===== src/rtl/pwm_pkg.sv =====
package pwm_pkg;
  localparam int NCH  = 4;
  localparam int CW   = 16;
  localparam int AW   = 12;
  localparam int DW   = 16;
  localparam int DIVW = 2;
  localparam int NDIV = 1 << DIVW;
  localparam int INV_BIT = 5;
  localparam logic [AW-1:0] BASE_PER  = 12'h400;
  localparam logic [AW-1:0] BASE_DUTY = 12'h420;
  localparam logic [AW-1:0] BASE_CTRL = 12'h440;
  typedef enum logic [1:0] {K_NONE, K_PER, K_DUTY, K_CTRL} reg_kind_e;
endpackage


===== src/rtl/pwm_regfile.sv =====
module pwm_regfile
  import pwm_pkg::*;
(
  input  logic                     clk_i,
  input  logic                     rst_ni,
  input  logic                     req_i,
  input  logic                     we_i,
  input  logic [AW-1:0]            addr_i,
  input  logic [DW-1:0]            wdata_i,
  output logic [DW-1:0]            rdata_o,
  output logic [NCH-1:0][CW-1:0]   per_q_o,
  output logic [NCH-1:0][CW-1:0]   duty_q_o,
  output logic [NCH-1:0][DIVW-1:0] div_q_o,
  output logic [NCH-1:0]           inv_q_o,
  output logic [NCH-1:0]           per_wr_o
);
  reg_kind_e  kind;
  logic [2:0] ch;

  always_comb begin
    ch   = addr_i[4:2];
    kind = K_NONE;
    if (addr_i[1:0] == 2'b00 && int'(ch) < NCH) begin
      if (addr_i[AW-1:5] == BASE_PER[AW-1:5])       kind = K_PER;
      else if (addr_i[AW-1:5] == BASE_DUTY[AW-1:5]) kind = K_DUTY;
      else if (addr_i[AW-1:5] == BASE_CTRL[AW-1:5]) kind = K_CTRL;
    end
  end

  wire wr = req_i && we_i;

  always_ff @(posedge clk_i or negedge rst_ni) begin
    if (!rst_ni) begin
      per_q_o  <= '0;
      duty_q_o <= '0;
      div_q_o  <= '0;
      inv_q_o  <= '0;
    end else if (wr) begin
      for (int i = 0; i < NCH; i++) begin
        if (int'(ch) == i) begin
          case (kind)
            K_PER:  per_q_o[i]  <= wdata_i[CW-1:0];
            K_DUTY: duty_q_o[i] <= wdata_i[CW-1:0];
            K_CTRL: begin
              div_q_o[i] <= wdata_i[DIVW-1:0];
              inv_q_o[i] <= wdata_i[INV_BIT];
            end
            default: ;
          endcase
        end
      end
    end
  end

  for (genvar g = 0; g < NCH; g++) begin : g_wr
    assign per_wr_o[g] = wr && kind == K_PER && int'(ch) == g;
  end

  always_comb begin
    rdata_o = '0;
    if (req_i && !we_i) begin
      case (kind)
        K_PER:  rdata_o = per_q_o[ch[1:0]];
        K_DUTY: rdata_o = duty_q_o[ch[1:0]];
        K_CTRL: begin
          rdata_o[DIVW-1:0] = div_q_o[ch[1:0]];
          rdata_o[INV_BIT]  = inv_q_o[ch[1:0]];
        end
        default: ;
      endcase
    end
  end

  AST_UNMAPPED_WR_IGNORED: assert property (@(posedge clk_i) disable iff (!rst_ni)
    (wr && kind == K_NONE) |=> ($stable(per_q_o) && $stable(duty_q_o) && $stable(div_q_o) && $stable(inv_q_o)));
  AST_ONE_PER_STROBE: assert property (@(posedge clk_i) disable iff (!rst_ni)
    $onehot0(per_wr_o));
endmodule


===== src/rtl/pwm_prescaler.sv =====
module pwm_prescaler
  import pwm_pkg::*;
(
  input  logic            clk_i,
  input  logic            rst_ni,
  input  logic            tick_i,
  output logic [NDIV-1:0] stb_o
);
  localparam int PW = NDIV - 1;
  logic [PW-1:0] pre_q;

  always_ff @(posedge clk_i or negedge rst_ni) begin
    if (!rst_ni)     pre_q <= '0;
    else if (tick_i) pre_q <= pre_q + 1'b1;
  end

  for (genvar k = 0; k < NDIV; k++) begin : g_stb
    localparam logic [PW-1:0] MASK = PW'((1 << k) - 1);
    assign stb_o[k] = tick_i && ((pre_q & MASK) == '0);
  end

  for (genvar k = 1; k < NDIV; k++) begin : g_nest
    AST_STB_NESTED: assert property (@(posedge clk_i) disable iff (!rst_ni)
      stb_o[k] |-> stb_o[k-1]);
  end
endmodule


===== src/rtl/pwm_channel.sv =====
module pwm_channel
  import pwm_pkg::*;
(
  input  logic            clk_i,
  input  logic            rst_ni,
  input  logic            tick_i,
  input  logic [NDIV-1:0] stb_i,
  input  logic            per_wr_i,
  input  logic [CW-1:0]   per_sh_i,
  input  logic [CW-1:0]   duty_sh_i,
  input  logic [DIVW-1:0] div_sh_i,
  input  logic            inv_sh_i,
  output logic            pwm_o
);
  logic [CW-1:0]   per_q, duty_q, cnt_q;
  logic [DIVW-1:0] div_q;
  logic            inv_q, pend_q;

  wire running  = per_q != '0;
  wire cnt_tick = running && stb_i[div_q];
  wire at_end   = cnt_q == per_q - CW'(1);
  wire load     = pend_q && (running ? (cnt_tick && at_end) : tick_i);

  always_ff @(posedge clk_i or negedge rst_ni) begin
    if (!rst_ni) begin
      per_q  <= '0;
      duty_q <= '0;
      cnt_q  <= '0;
      div_q  <= '0;
      inv_q  <= 1'b0;
      pend_q <= 1'b0;
    end else begin
      if (load) begin
        per_q  <= per_sh_i;
        duty_q <= duty_sh_i;
        div_q  <= div_sh_i;
        inv_q  <= inv_sh_i;
        cnt_q  <= '0;
      end else if (cnt_tick) begin
        cnt_q <= at_end ? '0 : cnt_q + 1'b1;
      end
      // a period write in the load cycle re-arms for the next boundary
      if (per_wr_i)  pend_q <= 1'b1;
      else if (load) pend_q <= 1'b0;
    end
  end

  assign pwm_o = running && ((cnt_q < duty_q) ^ inv_q);

  AST_IDLE_LOW: assert property (@(posedge clk_i) disable iff (!rst_ni)
    (per_q == '0) |-> !pwm_o);
  AST_CNT_IN_RANGE: assert property (@(posedge clk_i) disable iff (!rst_ni)
    (per_q != '0) |-> (cnt_q < per_q));
  AST_HOLD_MIDPERIOD: assert property (@(posedge clk_i) disable iff (!rst_ni)
    (per_q != '0 && cnt_q != per_q - CW'(1)) |=> ($stable(duty_q) && $stable(inv_q) && $stable(div_q)));
  AST_NO_LOAD_UNARMED: assert property (@(posedge clk_i) disable iff (!rst_ni)
    !pend_q |=> ($stable(per_q) && $stable(duty_q)));
endmodule


===== src/rtl/pwm_shadow_top.sv =====
module pwm_shadow_top
  import pwm_pkg::*;
(
  input  logic           clk_i,
  input  logic           rst_ni,
  input  logic           tick_i,
  input  logic           req_i,
  input  logic           we_i,
  input  logic [AW-1:0]  addr_i,
  input  logic [DW-1:0]  wdata_i,
  output logic [DW-1:0]  rdata_o,
  output logic [NCH-1:0] pwm_o
);
  logic [NCH-1:0][CW-1:0]   per_q, duty_q;
  logic [NCH-1:0][DIVW-1:0] div_q;
  logic [NCH-1:0]           inv_q, per_wr;
  logic [NDIV-1:0]          stb;

  pwm_regfile u_regs (
    .clk_i, .rst_ni, .req_i, .we_i, .addr_i, .wdata_i, .rdata_o,
    .per_q_o(per_q), .duty_q_o(duty_q), .div_q_o(div_q),
    .inv_q_o(inv_q), .per_wr_o(per_wr)
  );

  pwm_prescaler u_pre (.clk_i, .rst_ni, .tick_i, .stb_o(stb));

  for (genvar c = 0; c < NCH; c++) begin : g_ch
    pwm_channel u_ch (
      .clk_i, .rst_ni, .tick_i,
      .stb_i(stb),
      .per_wr_i(per_wr[c]),
      .per_sh_i(per_q[c]),
      .duty_sh_i(duty_q[c]),
      .div_sh_i(div_q[c]),
      .inv_sh_i(inv_q[c]),
      .pwm_o(pwm_o[c])
    );
  end
endmodule


===== config.mk =====
export PLATFORM = sky130hd
export DESIGN_NAME = pwm_shadow_top
export DESIGN_NICKNAME = d
export VERILOG_FILES = /design/src/rtl/pwm_pkg.sv /design/src/rtl/pwm_regfile.sv /design/src/rtl/pwm_prescaler.sv /design/src/rtl/pwm_channel.sv /design/src/rtl/pwm_shadow_top.sv
export SDC_FILE = /design/constraint.sdc
export NUM_CORES = 1
export LEC_CHECK = 0
export ABC_AREA = 1
export CAP_MARGIN = 20
export CORE_AREA = 2 2 232 234
export DETAILED_ROUTE_END_ITERATION = 8
export DIE_AREA = 0 0 234 236
export GPL_TIMING_DRIVEN = 1
export SLEW_MARGIN = 20
export SYNTH_ARGS = -nofsm -noshare
export SYNTH_HDL_FRONTEND = slang
export SYNTH_SLANG_ARGS = --single-unit

===== constraint.sdc =====
create_clock -name clk_i -period 7.75 [get_ports clk_i]
set_input_delay 1.1625 -clock clk_i [delete_from_list [all_inputs] [get_ports clk_i]]
set_output_delay 1.1625 -clock clk_i [all_outputs]
set_load 0.005 [all_outputs]

# Word-level counts from Yosys, hierarchy flattened
# Index checks and enable logic that the tools add are counted.
[totals]
reg_bits = 351
in_bits = 33
out_inout_bits = 20
wordCells = 183
[classes]
add_sub_neg = 9
order_cmp = 10
eq_ne = 13
muxes = 49
bitwise = 4
reduce_logical = 57
[ops]
columns = ["operator", "n"]
rows = [
  ["$mux 16", 15],
  ["$add 16x1->16 const B", 4],
  ["$bmux 16 s2", 2],
  ["$eq 16x16->1", 4],
  ["$lt 16x16->1", 4],
  ["$reduce_bool 16->1", 4],
  ["$sub 16x1->16 const B", 4],
  ["$reduce_and 3->1", 12],
  ["$logic_and 1x1->1", 27],
  ["$eq 7x6->1 const B", 3],
  ["$pmux 10 s2", 1],
  ["$mux 1", 17],
  ["$reduce_bool 2->1", 8],
  ["$lt 2x3->1 const B", 5],
  ["$logic_not 3->1", 4],
  ["$bmux 1 s2", 5],
  ["$mux 2", 5],
  ["$eq 3x3->1 const B", 2],
  ["$pmux 2 s3", 1],
  ["$pmux 3 s2", 1],
  ["$bmux 2 s2", 1],
  ["$eq 2x2->1 const B", 2],
  ["$xor 1x1->1", 4],
  ["$add 3x1->3 const B", 1],
  ["6 further kinds", 6],
]

# Depth between registers and ports, before layout
[depth]
depth_word = 10
mapped_depth = 18
depth_no_buf = 17

# Hierarchy
# Synthesis repeated with hierarchy kept, for this count alone.
[hier_totals]
hier_cells = 2956
hier_area_um2 = 21436.8
[by_module_without_submodules]
columns = ["module", "instances", "cells_per_inst", "area_per_inst_um2", "seq_area_each_um2"]
rows = [
  ["pwm_channel", 4, 525, 3682.3, 1301.2],
  ["pwm_regfile", 1, 833, 6518.8, 3503.4],
  ["pwm_prescaler", 1, 23, 188.9, 75.1],
]

# Worst setup path after synthesis
# OpenSTA, ideal clock, no wires.
[synth_path]
path_type = "input -> output"
start = "in addr_i[11]"
end = "out rdata_o[10]"
arrival_ns = 3.092
required_time_ns = 6.588
slack_ns = 3.495
stages = 9
path_buffers = 1
cell_sequence = "or2_2 nor4b_1 inv_1 nor4_1 inv_1 ha_1 or2_2 clkbuf_1 a21oi_1"
[synth_via]
elab_chain_len = 8
word_cells_on_any_way = 11
cone_classes = "eq/ne (5); mux (6)"
[synth_lines]
columns = ["item", "line_no", "source"]
rows = [
  ["from (decl)", "pwm_shadow_top.sv:9", "input logic [AW-1:0] addr_i,"],
  ["$eq 7x6->1", "pwm_regfile.sv:26", "else if (addr_i[AW-1:5] == BASE_CTRL[AW-1:5]) kind = K_CTRL;"],
  ["$mux 2", "pwm_regfile.sv:26", ""],
  ["$mux 2", "pwm_regfile.sv:25", "else if (addr_i[AW-1:5] == BASE_DUTY[AW-1:5]) kind = K_DUTY;"],
  ["$mux 2 *", "pwm_regfile.sv:24", "if (addr_i[AW-1:5] == BASE_PER[AW-1:5]) kind = K_PER;"],
  ["$mux 2 *", "pwm_regfile.sv:23", "if (addr_i[1:0] == 2'b00 && int'(ch) < NCH) begin"],
  ["$eq 2x2->1 / $eq 2x1->1 (equally long branches)", "pwm_regfile.sv:62", "case (kind)"],
  ["$pmux 10 s2 *", "pwm_regfile.sv:62", ""],
  ["$mux 16 *", "pwm_regfile.sv:61", "if (req_i && !we_i) begin"],
  ["to (decl)", "pwm_shadow_top.sv:11", "output logic [DW-1:0] rdata_o,"],
]
# Mark *: on every way between the ends. The rest lies on a longest branch, timed or not.

# Worst setup path after layout
[layout_path]
start = "in addr_i[11]"
end = "out rdata_o[5]"
[layout_via]
elab_chain_len = 8
word_cells_on_any_way = 12
cone_classes = "eq/ne (6); mux (6)"
[layout_lines]
columns = ["item", "line_no"]
rows = [
  ["$eq 7x6->1", "pwm_regfile.sv:26"],
  ["$mux 2", "pwm_regfile.sv:26"],
  ["$mux 2", "pwm_regfile.sv:25"],
  ["$mux 2 *", "pwm_regfile.sv:24"],
  ["$mux 2 *", "pwm_regfile.sv:23"],
  ["$eq 2x2->1 / $eq 2x1->1 (equally long branches)", "pwm_regfile.sv:62"],
  ["$pmux 1 s3 *", "pwm_regfile.sv:62"],
  ["$mux 16 *", "pwm_regfile.sv:61"],
]
# Marks and branches as above.

==> metrics.txt <==
status=completed; H-tree depth=2; Yosys top cell area share=42.0%; Initial Util=39.5%; final instance area=23,300 µm²; count of final setup violators=0; Simple-Gate Fraction of Synth Area=32.6%; Root Buffer=clkbuf_16; WP data arrival=4.62 ns; PortBufs=52; largest net degree at the start of global routing=155; dpl cell area=21,900 µm²; TNS Setup=0 ns; pins over their slew limit=0; post-CTS resize count=0; Die Span X=234 µm; Post-synth EDFFs=0; CTS tree=yes; Worst-Skew Late Latency=0.59 ns; commonest non-fill, non-tap cell in the layout=nand2_1; DR pass1 iterations=5; most frequent cells in the layout=nand2_1, nand3_1, dfrtp_1; Pint=3.19 mW; Placeable Area=53,100 µm²; clock sinks=351; ys async rst share=100%; Final Hold Viols=0; Tcrit/Tclk final=74.6%; Hold Path Class=in2async; first-pass GRT wire length=104,000 µm; layout cells sized above 1=4.87%; wire per inst=18.9 µm; sw frac=24.7%; antenna violations before repair=0; Mean Syn Cell Area=7.44 µm²; crit path max fanout=14; detailed placement HPWL=49,300 µm; Leak Pwr=11.8 nW; gp weighted congestion=0.945; Site Rows=85; drt drc=0; DIE HEIGHT=236 µm; Global Route Usage Sum=24.3%; cell taking the most area after synthesis=dfrtp_1; cell area after synthesis=20,900 µm²; cells along the critical path=clkdlybuf4s50_1 > or2_2 > nor4b_1 > inv_1 > nor4_2 > inv_1 > ha_1 > inv_1 > a31oi_1 > o31ai_1 > inv_1 > clkdlybuf4s50_1; sequential fraction of design power=44.8%; IO Count=53; area of the multi-input gates=10,500 µm²; Area Growth Syn to Fin=11.4%; Max stage delay on crit path=0.63 ns; die area=55,200 µm²; FF+latch area=8780 µm²; Crit-path slowest cell=nor4_2; Comb power frac=5.1%; Total Power=4.23 mW; net switching power figure=1.05 mW; drt via density=5.32; Final Instance Count excl. Fillers=3,531; post-synthesis mux area share=0.0478%; largest family of logic cells by synthesized area=simple AND/OR/NAND/NOR gates; post-route ant nets=0; Max-Slew Margin vs Limit=30.9%; r2r setup slk=3.96 ns; ys flop type=dfrtp_1; cts hold-fix bufs=0; VDD IR max=0.138 mV; RSZ-0062 raised after global routing=false; placed cells=3,455; Post-Synth Adder-Cell Area=4.66%; Final #Nets=2,913; Initial DRC Count=1,654; worst flop-to-flop path startpoint=u_pre.pre_q[0]$_DFFE_PN0P_; Seq/Total Area, Yosys=42.0%; grt ovf=0; most used cell, CP=inv_1; crit end category=output pin; max-cap violations=0; Mapped Cells=2,815; DR vias=18,800; Req. time, crit path=6.59 ns; PwrDens=181 nW/µm²; Syn Nets=2,926; CP Class=in2out; Fmax=173 MHz; reg2reg path depth=11; minimum clock period=5.78 ns; Post-CTS Repair Setup Buffers=0; Post-Route WL=66,700 µm; Worst R2R End=g_ch[2].u_ch.duty_q[10]$_DFFE_PN0P_; fill count=5,309; Yosys cell types=48; XOR/XNOR share of the synthesized area=4.21%; top cells by area, synth=dfrtp_1, nand2_1, nand3_1, ha_1, inv_1; FF+latch count, synth=351; clk buf depth=3; Clock power frac=50.1%; Clock Pin Slew Worst Setup and Hold Paths=0.06 ns; Worst setup SP type=input pin; worst slew pin tran=1.03 ns; final clock skew=0.0264 ns; CTS buffer count=41; vias in the first global route=17,900; YS warnings=0; ANT cells=0; Synth Area in Compound Gates=8.84%
flip-flops by register name, summed over array words and instances (netlist names):
signal	flops
g_ch.u_ch.div_q	8
g_ch.u_ch.pend_q	4
u_regs.inv_q_o	4
g_ch.u_ch.cnt_q	64
g_ch.u_ch.duty_q	64
u_regs.div_q_o	8
u_regs.duty_q_o	64
g_ch.u_ch.per_q	64
g_ch.u_ch.inv_q	4
u_regs.per_q_o	64
u_pre.pre_q	3
critical path, delay by kind of cell:
family | cells | cell delay, ns
buffers and inverters | 6 | 1.38
AND/OR/NAND/NOR | 3 | 1.16
AO/OA/AOI/OAI | 2 | 0.52
adder cells (fa/ha/maj) | 1 | 0.40
power by group through the flow:
| stage | clock network [mW] | logic (mW) | registers [mW] |
|---|---|---|---|
| 2_1_floorplan | 0 | 0.120 | 1.90 |
| 3_3_place_gp | 0 | 0.214 | 1.93 |
| 3_5_place_dp | 0 | 0.218 | 1.93 |
| 4_1_cts | 2.16 | 0.219 | 1.89 |
| 5_1_grt | 2.22 | 0.244 | 1.90 |
| 6_report | 2.12 | 0.217 | 1.90 |
area by class of cell:
class / count / share of cell area (%)
timing repair buffer: 68 / 2.85
inverter: 264 / 4.25
clock buffer: 52 / 4.97
sequential: 351 / 37.7
multi-input combinational: 2076 / 45.2
tap: 696 / 3.73
clock inverter: 24 / 1.34
Yosys cell counts (27+ instances only):
master and count:
nand4_1 45, xor2_1 71, xnor2_1 27, nor2_1 153, o21ai_0 171, a21oi_1 59
ha_1 78, nand3_1 361, nor3_1 35, clkbuf_1 79, o31ai_1 30, inv_1 255
nand2_1 903, dfrtp_1 351, a22oi_1 35
metrics by stage:
step	utilization (%)	setup slack, ns	hold slack, ns
finish	44.0	1.97	0.472
global route	44.0	1.88	0.486
CTS	44.0	1.99	0.474
detailed placement	41.2	1.99	0.459
global placement	41.2	1.58	0.459
floorplan	-	3.50	0.442
how the worst max path moves through the flow:
stage                           from          end  slack, ns  cells after the start
final                     addr_i[11]   rdata_o[5]       1.97                     12
after global routing      addr_i[11]   rdata_o[5]       1.88                     12
after CTS                 addr_i[11]   rdata_o[0]       1.99                     12
after detailed placement  addr_i[11]   rdata_o[0]       1.99                     12
after global placement    addr_i[11]   rdata_o[0]       1.58                     12
after floorplan           addr_i[11]  rdata_o[10]       3.50                      9
cell families (layout without fill, tap and decap cells):
family	after synthesis	in the layout
xor gates and xnor gates	99	99
muxes	1	1
adders and majority gates	78	78
buffers and inverters	388	408
DFF	351	351
and+or+nand+nor	1574	1574
AOI/OAI and AO/OA	324	324
layer usage:
metal	GRT usage, %	part of all wire (%)
met1	33.3	45
met2	38.6	46
met3	3.99	5.7
met4	9.03	3.6
met5	0	0
Power figures use the tool's default switching activity.
